`src/rtl/mbist_pkg.sv`:
```
package mbist_pkg;

   localparam int NUM_ELEM = 6;

   typedef enum logic [2:0] {
      ST_IDLE = 3'd0,
      ST_RUN  = 3'd1,
      ST_FAIL = 3'd2,
      ST_HALT = 3'd3,
      ST_DONE = 3'd4
   } mbist_state_e;

   typedef struct packed {
      logic is_read;
      logic value;
   } march_op_t;

   // number of sub-operations per element
   function automatic logic [1:0] elem_len(input logic [2:0] e);
      case (e)
         3'd0:    return 2'd1;
         3'd1:    return 2'd2;
         3'd2:    return 2'd3;
         3'd3:    return 2'd3;
         3'd4:    return 2'd2;
         default: return 2'd1;
      endcase
   endfunction

   // sub-operation i of element e
   function automatic march_op_t elem_op(input logic [2:0] e, input logic [1:0] i);
      march_op_t op;
      op = '{is_read: 1'b0, value: 1'b0};
      case (e)
         3'd1: op = (i == 2'd0) ? '{1'b1, 1'b0} : '{1'b0, 1'b1};
         3'd2: case (i)
                  2'd0:    op = '{1'b1, 1'b1};
                  2'd1:    op = '{1'b0, 1'b0};
                  default: op = '{1'b1, 1'b0};
               endcase
         3'd3: case (i)
                  2'd0:    op = '{1'b0, 1'b0};
                  2'd1:    op = '{1'b1, 1'b0};
                  default: op = '{1'b0, 1'b1};
               endcase
         3'd4: op = (i == 2'd0) ? '{1'b1, 1'b1} : '{1'b0, 1'b0};
         3'd5: op = '{1'b1, 1'b0};
         default: op = '{1'b0, 1'b0};
      endcase
      return op;
   endfunction

endpackage

```
`src/rtl/mbist_seq.sv`:
```
module mbist_seq
   import mbist_pkg::*;
#(
   parameter int DEPTH  = 16,
   parameter int ADDR_W = $clog2(DEPTH)
) (
   input  logic              clk,
   input  logic              rst_n,
   input  logic              restart,
   input  logic              step,
   output logic [2:0]        elem,
   output logic [1:0]        op_idx,
   output logic [ADDR_W-1:0] addr,
   output logic              at_end
);

   localparam logic [ADDR_W-1:0] LAST_ADDR = ADDR_W'(DEPTH - 1);

   logic last_op;

   assign at_end  = (elem == 3'(NUM_ELEM));
   assign last_op = (op_idx == 2'(elem_len(elem) - 2'd1));

   always_ff @(posedge clk or negedge rst_n) begin
      if (!rst_n) begin
         elem   <= '0;
         op_idx <= '0;
         addr   <= '0;
      end else if (restart) begin
         elem   <= '0;
         op_idx <= '0;
         addr   <= '0;
      end else if (step && !at_end) begin
         if (last_op) begin
            op_idx <= '0;
            if (addr == LAST_ADDR) begin
               addr <= '0;
               elem <= elem + 3'd1;
            end else begin
               addr <= addr + 1'b1;
            end
         end else begin
            op_idx <= op_idx + 2'd1;
         end
      end
   end

endmodule

```
`src/rtl/mbist_cmp.sv`:
```
module mbist_cmp #(
   parameter int DATA_W = 8,
   parameter int CELL_W = $clog2(DATA_W + 1)
) (
   input  logic [DATA_W-1:0] rdata,
   input  logic              expect_bit,
   output logic [DATA_W-1:0] diff,
   output logic [CELL_W-1:0] cells,
   output logic              mismatch
);

   for (genvar b = 0; b < DATA_W; b++) begin : g_bit
      assign diff[b] = rdata[b] ^ expect_bit;
   end

   always_comb begin
      cells = '0;
      for (int b = 0; b < DATA_W; b++) begin
         cells = cells + CELL_W'(diff[b]);
      end
   end

   assign mismatch = |diff;

endmodule

```
`src/rtl/mbist_faillog.sv`:
```
module mbist_faillog #(
   parameter int ADDR_W    = 4,
   parameter int DATA_W    = 8,
   parameter int ID_W      = 4,
   parameter int CELL_W    = 4,
   parameter int CNT_W     = 8,
   parameter int MAX_TOTAL = 768
) (
   input  logic              clk,
   input  logic              rst_n,
   input  logic              wipe,
   input  logic              capture,
   input  logic [ID_W-1:0]   id_in,
   input  logic [ADDR_W-1:0] addr_in,
   input  logic [DATA_W-1:0] diff_in,
   input  logic [CELL_W-1:0] cells_in,
   output logic [ID_W-1:0]   rec_id,
   output logic [ADDR_W-1:0] rec_addr,
   output logic [DATA_W-1:0] rec_bits,
   output logic [CELL_W-1:0] rec_cells,
   output logic [CNT_W-1:0]  total,
   output logic              any_fail
);

   localparam bit NEEDS_SAT = (CNT_W < 32) && ((64'd1 << CNT_W) <= 64'(MAX_TOTAL));

   logic [CNT_W:0]   sum_w;
   logic [CNT_W-1:0] next_total;

   assign sum_w = {1'b0, total} + (CNT_W + 1)'(cells_in);

   if (NEEDS_SAT) begin : g_sat
      assign next_total = sum_w[CNT_W] ? {CNT_W{1'b1}} : sum_w[CNT_W-1:0];
   end else begin : g_wide
      assign next_total = sum_w[CNT_W-1:0];
   end

   always_ff @(posedge clk or negedge rst_n) begin
      if (!rst_n) begin
         rec_id    <= '0;
         rec_addr  <= '0;
         rec_bits  <= '0;
         rec_cells <= '0;
         total     <= '0;
         any_fail  <= 1'b0;
      end else if (wipe) begin
         rec_id    <= '0;
         rec_addr  <= '0;
         rec_bits  <= '0;
         rec_cells <= '0;
         total     <= '0;
         any_fail  <= 1'b0;
      end else if (capture) begin
         rec_id    <= id_in;
         rec_addr  <= addr_in;
         rec_bits  <= diff_in;
         rec_cells <= cells_in;
         total     <= next_total;
         any_fail  <= 1'b1;
      end
   end

endmodule

```
`src/rtl/mbist_march_ctrl.sv`:
```
module mbist_march_ctrl
   import mbist_pkg::*;
#(
   parameter int DEPTH  = 16,
   parameter int ADDR_W = $clog2(DEPTH),
   parameter int DATA_W = 8,
   parameter int ID_W   = 4,
   parameter int CNT_W  = 8,
   parameter int CELL_W = $clog2(DATA_W + 1)
) (
   input  logic              clk,
   input  logic              rst_n,
   input  logic              ctl_start,
   input  logic              ctl_stop,
   input  logic              ctl_resume,
   input  logic              ctl_clear,
   input  logic              ctl_halt_on_err,
   input  logic [ID_W-1:0]   ctl_mem_id,
   output logic              mem_en,
   output logic              mem_we,
   output logic [ADDR_W-1:0] mem_addr,
   output logic [DATA_W-1:0] mem_wdata,
   input  logic [DATA_W-1:0] mem_rdata,
   output logic              busy,
   output logic              halted,
   output logic              done,
   output logic              test_fail,
   output logic              log_valid,
   output logic [ID_W-1:0]   log_mem_id,
   output logic [ADDR_W-1:0] log_addr,
   output logic [DATA_W-1:0] log_bits,
   output logic [CELL_W-1:0] log_cells,
   output logic [CNT_W-1:0]  total_cells
);

   localparam int READS_PER_ADDR = 6;
   localparam int MAX_TOTAL      = READS_PER_ADDR * DEPTH * DATA_W;

   if (DEPTH < 2) begin : g_bad_depth
      $error("mbist_march_ctrl: DEPTH must be at least 2");
   end
   if (DEPTH > (1 << ADDR_W)) begin : g_bad_addr
      $error("mbist_march_ctrl: ADDR_W too narrow for DEPTH");
   end
   if (CELL_W > CNT_W) begin : g_bad_cnt
      $error("mbist_march_ctrl: CNT_W must be at least CELL_W");
   end

   mbist_state_e      state, state_nx;
   logic [ID_W-1:0]   run_id;
   logic [2:0]        seq_elem;
   logic [1:0]        seq_op;
   logic [ADDR_W-1:0] seq_addr;
   logic              seq_end;
   march_op_t         cur;
   logic              step, start_go, capture, wipe;
   logic [DATA_W-1:0] diff;
   logic [CELL_W-1:0] cells;
   logic              mismatch;

   assign cur      = elem_op(seq_elem, seq_op);
   assign start_go = ((state == ST_IDLE) || (state == ST_DONE)) && ctl_start
                     && !ctl_clear && !ctl_stop;
   assign step     = (state == ST_RUN) && !seq_end && !ctl_clear && !ctl_stop;
   assign capture  = step && cur.is_read && mismatch;
   assign wipe     = ctl_clear || start_go;

   mbist_seq #(.DEPTH(DEPTH), .ADDR_W(ADDR_W)) u_seq (
      .clk     (clk),
      .rst_n   (rst_n),
      .restart (start_go),
      .step    (step),
      .elem    (seq_elem),
      .op_idx  (seq_op),
      .addr    (seq_addr),
      .at_end  (seq_end)
   );

   mbist_cmp #(.DATA_W(DATA_W), .CELL_W(CELL_W)) u_cmp (
      .rdata      (mem_rdata),
      .expect_bit (cur.value),
      .diff       (diff),
      .cells      (cells),
      .mismatch   (mismatch)
   );

   mbist_faillog #(
      .ADDR_W(ADDR_W), .DATA_W(DATA_W), .ID_W(ID_W),
      .CELL_W(CELL_W), .CNT_W(CNT_W), .MAX_TOTAL(MAX_TOTAL)
   ) u_log (
      .clk       (clk),
      .rst_n     (rst_n),
      .wipe      (wipe),
      .capture   (capture),
      .id_in     (run_id),
      .addr_in   (seq_addr),
      .diff_in   (diff),
      .cells_in  (cells),
      .rec_id    (log_mem_id),
      .rec_addr  (log_addr),
      .rec_bits  (log_bits),
      .rec_cells (log_cells),
      .total     (total_cells),
      .any_fail  (test_fail)
   );

   always_comb begin
      state_nx = state;
      if (ctl_clear) begin
         state_nx = ST_IDLE;
      end else if (ctl_stop) begin
         state_nx = ST_IDLE;
      end else begin
         case (state)
            ST_IDLE, ST_DONE: if (ctl_start) state_nx = ST_RUN;
            ST_RUN: begin
               if (seq_end)      state_nx = ST_DONE;
               else if (capture) state_nx = ST_FAIL;
            end
            ST_FAIL: state_nx = ctl_halt_on_err ? ST_HALT : ST_RUN;
            ST_HALT: if (ctl_resume) state_nx = ST_RUN;
            default: state_nx = ST_IDLE;
         endcase
      end
   end

   always_ff @(posedge clk or negedge rst_n) begin
      if (!rst_n) begin
         state  <= ST_IDLE;
         run_id <= '0;
      end else begin
         state <= state_nx;
         if (start_go) run_id <= ctl_mem_id;
      end
   end

   assign mem_en    = step;
   assign mem_we    = step && !cur.is_read;
   assign mem_addr  = seq_addr;
   assign mem_wdata = {DATA_W{cur.value}};
   assign busy      = (state == ST_RUN) || (state == ST_FAIL) || (state == ST_HALT);
   assign halted    = (state == ST_HALT);
   assign done      = (state == ST_DONE);
   assign log_valid = (state == ST_FAIL);

endmodule


```
`config.mk`:
```
export PLATFORM = sky130hd
export DESIGN_NAME = mbist_march_ctrl
export DESIGN_NICKNAME = d
export VERILOG_FILES = /design/src/rtl/mbist_pkg.sv /design/src/rtl/mbist_seq.sv /design/src/rtl/mbist_cmp.sv /design/src/rtl/mbist_faillog.sv /design/src/rtl/mbist_march_ctrl.sv
export SDC_FILE = /design/constraint.sdc
export NUM_CORES = 1
export LEC_CHECK = 0
export CORE_ASPECT_RATIO = 1.25
export CORE_MARGIN = 3
export CORE_UTILIZATION = 46
export DETAILED_ROUTE_END_ITERATION = 8
export PLACE_DENSITY = 0.73
export SLEW_MARGIN = 20
export SYNTH_ARGS = -nofsm -noshare
export SYNTH_HDL_FRONTEND = slang
export SYNTH_SLANG_ARGS = --single-unit
```
`constraint.sdc`:
```
create_clock -name clk -period 5.2 [get_ports clk]
set_clock_uncertainty 0.05 [all_clocks]
set_input_delay 1.04 -clock clk [delete_from_list [all_inputs] [get_ports clk]]
set_output_delay 1.04 -clock clk [all_outputs]
set_load 0.01 [all_outputs]
```
==> out/qor.txt, run 1 <==
outcome: completed
gr usage total: 18.58%
most frequent CP cell: fa_1
CP Max Fanout: 4
Non-Filler Instances: 445
switching pwr: 0.0001904 W
Yosys top cell by area: dfrtp_1
Crit path max-delay family: adder cells
Clock Sinks: 45
largest stage delay on the critical path: 570 ps
synth unique cells: 54
top post-synthesis cells by area: dfrtp_1, mux2i_1, ha_1, nand2_1, inv_1
utilization after layout: 62.72%
Crit path depth: 14
required time worst endpoint: 5330 ps
slowest CP cell: fa_1
Area after DPL: 3600 sq um
CP Launch Type: input pin
CP Buf/Inv Count: 3
Seq cells post-synth: 45
P_leak: 1.653 nW
Logic pwr share: 17.0%
Main synth FF type: dfrtp_1
Clock Path Buffers: 2
initial antenna violation count: 0
total chip power: 0.0007479 W
CP Cell Sequence: clkdlybuf4s50_1 -> xor2_2 -> fa_1 -> inv_1 -> fa_1 -> fa_1 -> fa_1 -> inv_1 -> ha_1 -> a21oi_1 -> o21ai_0 -> nand2_1 -> or3_1 -> o311a_1
drt initial violations: 90
PwrDens: 200.9 nW/um^2
DIE HEIGHT: 94.72 um
CTS buffer count: 5
Antenna Nets Post-Route: 0
Die ar.: 7291 sq um
number of port buffers: 65
Area Growth Syn to Fin: 28.51%
largest net degree at the start of global routing: 46
vias in the first global route: 2286
Root Buffer: clkbuf_8
Critical Path Start: mem_rdata[2]
Reg clk slew, reported paths: 80 ps
Avg WL per Cell: 14.33 um
proportion of layout cells with a drive suffix above 1: 9.091%
Post-synth EDFFs: 0
final hold vios: 0
WHS Path Cells: 2
GPL Wtd Cong: 0.8751
Syn Inst Count: 298
Synth Area per Inst: 9.720 sq um
Synth top cells by count: dfrtp_1, nand2_1, inv_1, mux2i_1, nor2_1
clock share of power: 34.0%
maximum VDD drop: 0.0002024 V
CTS H-tree lvls: 2
Max Cap Viol: 0
Clk Latency, worst-skew pair: 300 ps
cell internal pwr: 0.0005575 W
Worst Hold Launch: u_log.any_fail$_DFFE_PN0P_
CTS tree: built
Synthesized Nets: 336
GRT Residual Overflow: 0
drt pass-1 iters: 6
synth warn: 0
Layout Cell Area excl Fill: 3722 sq um
Vias per Instance: 5.204
count leader, synth: dfrtp_1
switch share: 25.45%
FF-to-FF Start: u_seq.op_idx[0]$_DFFE_PN0P_
sequential area share after synthesis: 38.88%
Initial Utilization: 48.81%
share of the synthesized area in the top cell type: 38.88%
kind of critical path: in -> reg
cts hold-fix bufs: 0
routed wire length: 6378 um
max-slew violations: 0
# diodes: 0
Async S/R FF share, synth: 100.0%
Worst setup EP type: flip-flop
Placed Cells: 438
die width: 76.98 um
first-pass GRT wire length: 10770 um
Critical Path AT: 5130 ps
Row Count: 31
HP Class: reg -> reg
R2R depth: 17
dpl hpwl: 4845 um
maximum clock frequency: 200.1 MHz
Final min period: 4998 ps
nets: 401
via count: 2316
Max transition margin: 55.91%
Tcrit/Tclk final: 96.12%
slew at the pin closest to its max-slew limit: 661.4 ps
I/O pins: 66
setup TNS: 0 ps
Synth Cell Area: 2897 sq um
RSZ-0062 raised after global routing: no
# DRC: 0
core region area: 5934 sq um
Final setup viols: 0
Seq pwr share: 49.0%
## metal layers
layer / GRT usage (%) / vias up / share of wire (%) / routed length [um]
met2: 33.94 / 74 / 52 / 3303
met3: 4.580 / 8 / 5.9 / 376
met5: 0 / - / 0 / 0
met4: 6.380 / 0 / 1.1 / 67
met1: 21.22 / 1099 / 41 / 2630
li1: - / 1135 / - / -
## final timing paths
check	end	slack, ps
worst max-delay path	u_log.total[5]$_DFFE_PN0P_	200
worst min-delay path	u_log.any_fail$_DFFE_PN0P_	470
worst max register to register	u_log.total[5]$_DFFE_PN0P_	200
worst min register to register	u_log.any_fail$_DFFE_PN0P_	470
max in group asynchronous	u_seq.addr[0]$_DFFE_PN0P_	4030
min in group asynchronous	u_log.total[1]$_DFFE_PN0P_	670
## sequential cells by signal, summed over array words and instances (netlist names), 4 cells and up
| signal | count |
|---|---|
| u_log.rec_bits | 8 |
| u_log.total | 8 |
| run_id | 4 |
| u_log.rec_addr | 4 |
| u_log.rec_cells | 4 |
| u_log.rec_id | 4 |
| u_seq.addr | 4 |
## layout by cell type, fill, tap and decap left out, types with 2 or more instances in the layout
cell              n
nand3_1           6
ha_1             12
inv_1            28
nor2b_1           4
mux2i_2           2
dfrtp_1          45
nand3b_1          2
clkdlybuf4s50_1  64
fa_1              5
nor3_1            4
mux2i_1          23
ha_2              2
a21o_1            2
a21oi_1          12
a32oi_1           2
xnor2_1           8
nand4_1           3
and2_1            7
o21ai_0          10
nand2b_1          4
mux2_1            4
nor2_1           16
or3_1             3
a211oi_1          3
nand2_1          39
o211ai_1          2
xor2_1            3
buf_4            12
nor4_1            2
o31ai_1           2
clkbuf_8          5
## tightest hold or removal path, delay by kind of cell, from the launching register on
kind	cells	cell delay [ps]
flip-flops	1	380
buffers and inverters	1	60
AO/OA/AOI/OAI	1	50
## cell families after synthesis
group	synth area share [%]
multiplexers	10.32
AND/OR/NAND/NOR	17.32
flip-flops	38.88
AO/OA/AOI/OAI	12.22
adder cells (fa/ha/maj)	9.503
XOR/XNOR	3.628
buffers and inverters	8.121
## through the flow
| stage | hold WS, ps | setup WS, ps |
|---|---|---|
| after floorplan | 433.9 | 227.0 |
| after global placement | 447.9 | -48.36 |
| after detailed placement | 457.0 | -78.95 |
| after CTS | 470.6 | 97.36 |
| after global routing | 502.1 | 10.37 |
| final | 468.1 | 201.6 |
## what timing repair did
action                                  4_1_cts  5_1_grt
gates resized for setup                       0        4
buffers inserted                              0        0
endpoints found under the setup margin        0        8
## cell type report
class,count,area (sq um)
fill,518,2212
multi-input combinational,207,1554
sequential,45,1126
timing repair buffer,76,730.7
inverter,28,105.1
tap,82,102.6
clock buffer,5,68.82
clock inverter,2,35.03
## power by group through the flow
stage / Combinational (W) / Clock, W / Sequential [W]
finish: 0.000127 / 0.000254 / 0.000366
global route: 0.000145 / 0.000276 / 0.000368
CTS: 0.000130 / 0.000261 / 0.000366
detailed placement: 0.000128 / 0 / 0.000373
global placement: 0.000124 / 0 / 0.000373
floorplan: 0.0000725 / 0 / 0.000373
No activity file was read; power rests on OpenSTA's default activity.
==> run 2: changes to the inputs <==
--- a/config.mk
+++ b/config.mk
@@ -5,7 +5,7 @@
 export SDC_FILE = /design/constraint.sdc
 export NUM_CORES = 1
 export LEC_CHECK = 0
-export CORE_ASPECT_RATIO = 1.25
+export CORE_ASPECT_RATIO = 0.8
 export CORE_MARGIN = 3
 export CORE_UTILIZATION = 46
 export DETAILED_ROUTE_END_ITERATION = 8
==> run 2 against run 1 <==
Cell area grew 2.2%. Maximum frequency is 0.46% higher. Cell count is 0.67% higher. Worst setup slack gained 23 ps. Register-to-register slack better by 60 ps. Non-clock buffer count grew 3. Sequential cell count is the same. Die area stayed put. Combinational power about the same. Via count grew 0.73%. First-iteration DRC count grew 16%.
==> out/qor.txt, run 2 (synthesized netlist as in run 1, its figures left out) <==
number of port buffers: 65
Row Count: 25
drt pass-1 iters: 4
minimum hold slack: 463.3 ps
Avg WL per Cell: 14.70 um
CP Max Fanout: 4
Clock Path Buffers: 2
CP Buf/Inv Count: 3
Max transition margin: 55.65%
dpl hpwl: 4919 um
most frequent CP cell: fa_1
required time worst endpoint: 5350 ps
outcome: completed
most common cell after layout, fill and taps aside: clkdlybuf4s50_1
Top Registers: u_log.rec_bits x8, u_log.total x8
final hold vios: 0
Placed Cells: 438
FF-to-FF setup slack: 260 ps
Antenna Nets Post-Route: 0
CTS buffer count: 5
Root Buffer: clkbuf_8
nets: 404
drt initial violations: 104
worst reg2reg endpoint: u_log.total[5]$_DFFE_PN0P_
Vias per Instance: 5.208
largest net degree at the start of global routing: 46
cell internal pwr: 0.0006118 W
slew at the pin closest to its max-slew limit: 665.3 ps
Worst Hold Launch: u_log.any_fail$_DFFE_PN0P_
Logic pwr share: 15.6%
most frequent cells in the layout: clkdlybuf4s50_1, dfrtp_1, nand2_1
first-pass GRT wire length: 11370 um
Initial Utilization: 48.23%
Tcrit/Tclk final: 95.68%
DIE HEIGHT: 76.98 um
vias in the first global route: 2417
P_leak: 1.689 nW
clock share of power: 39.7%
Final setup viols: 0
HP Class: reg -> reg
R2R depth: 17
CP Launch Type: input pin
Non-Filler Instances: 448
I/O pins: 66
CTS H-tree lvls: 2
Worst setup EP type: flip-flop
kind of critical path: in -> reg
# diodes: 0
Seq. cell area: 1126 sq um
PwrDens: 215.7 nW/um^2
Max Cap Viol: 0
slowest CP cell: fa_1
Clock Sinks: 45
GPL Wtd Cong: 0.8289
Area Growth Syn to Fin: 31.32%
Reg clk slew, reported paths: 90 ps
gr usage total: 19.62%
multi-input logic area: 1580 sq um
switch share: 25.44%
hold endpoint: u_log.any_fail$_DFFE_PN0P_
routed wire length: 6585 um
CP Cell Sequence: clkdlybuf4s50_1 -> xor2_2 -> fa_1 -> inv_1 -> fa_1 -> fa_1 -> fa_1 -> inv_1 -> ha_1 -> a21oi_1 -> o21ai_0 -> nand2_1 -> or3_1 -> o311a_1
GRT Residual Overflow: 0
via count: 2333
# DRC: 0
maximum VDD drop: 0.0001672 V
switching pwr: 0.0002087 W
maximum clock frequency: 201.0 MHz
Clk Latency, worst-skew pair: 310 ps
FILL cells: 503
Seq pwr share: 44.7%
Crit path max-delay family: adder cells
core region area: 6006 sq um
FF-to-FF Start: u_seq.op_idx[0]$_DFFE_PN0P_
total chip power: 0.0008204 W
initial antenna violation count: 0
Final min period: 4975 ps
WHS Path Cells: 2
cts hold-fix bufs: 0
largest stage delay on the critical path: 560 ps
Critical Path AT: 5120 ps
max-slew violations: 0
die width: 94.72 um
Die ar.: 7291 sq um
proportion of layout cells with a drive suffix above 1: 10.63%
CTS tree: built
==> run 2: cell count changes in the layout (fill, tap and decap cells not counted) <==
| cell | before | now |
|---|---|---|
| bufinv_16 | 1 | 2 |
| inv_1 | 28 | 27 |
| ha_2 | 2 | 1 |
| xor2_1 | 3 | 2 |
| clkinv_2 | 1 | 0 |
| inv_2 | 0 | 1 |
| mux2i_2 | 2 | 1 |
| buf_4 | 12 | 15 |
| xor2_2 | 1 | 2 |
| ha_4 | 0 | 1 |
| mux2i_4 | 0 | 1 |
| inv_6 | 0 | 1 |
==> run 2: what timing repair did <==
| action | in CTS | in global routing |
|---|---|---|
| endpoints found under the setup margin | 0 | 7 |
| setup buffers | 0 | 2 |
| resized for setup | 0 | 8 |
==> run 2: stage by stage <==
step,worst slack (ps),utilization [%],cell area (sq um),setup TNS (ps)
finish,224.5,63.33,3804,0
global route,-11.55,63.33,3804,-11.55
CTS,106.9,62.33,3744,0
detailed placement,-86.20,60.04,3606,-109.5
global placement,-10.53,60.04,3606,-10.53
floorplan,227.0,-,2897,0
==> run 2: area by class of cell <==
type / count / share of cell area, %
multi-input cells: 207 / 41.55
flip-flops and latches: 45 / 29.61
repair buffers: 79 / 19.80
inverters: 28 / 2.763
well taps: 81 / 2.664
clock buffers: 5 / 1.809
clock inverters: 3 / 1.809
==> run 2: power groups by stage <==
stage / Sequential [W] / Combinational, W / Clock [W]
after floorplan: 0.000373 / 0.0000725 / 0
after global placement: 0.000373 / 0.000123 / 0
after detailed placement: 0.000374 / 0.000128 / 0
after CTS: 0.000367 / 0.000130 / 0.000333
after global routing: 0.000368 / 0.000146 / 0.000350
final: 0.000367 / 0.000128 / 0.000326
==> run 2: worst max path at each step <==
stage,slack [ps],endpoint,from,cells past startpoint
6_report,220,u_log.total[5]$_DFFE_PN0P_,mem_rdata[2],14
5_1_grt,-10,u_log.total[5]$_DFFE_PN0P_,u_seq.elem[0]$_DFFE_PN0P_,17
4_1_cts,110,u_log.total[5]$_DFFE_PN0P_,u_seq.op_idx[0]$_DFFE_PN0P_,17
3_5_place_dp,-90,u_log.total[5]$_DFFE_PN0P_,mem_rdata[2],14
3_3_place_gp,-10,u_log.total[5]$_DFFE_PN0P_,mem_rdata[0],14
2_1_floorplan,230,u_log.total[5]$_DFFE_PN0P_,u_seq.op_idx[0]$_DFFE_PN0P_,18
==> run 2: worst min-delay path, stage by stage, from the launching register on <==
cell      delay [ps]
dfrtp_1          380
inv_1             50
a21boi_1          50
==> run 2: metal layers <==
| layer | GRT usage (%) | wire length, um |
|---|---|---|
| met5 | 0 | 0 |
| met4 | 6.052 | 74 |
| met3 | 4.118 | 324 |
| met2 | 32.37 | 3284 |
| met1 | 25.69 | 2903 |
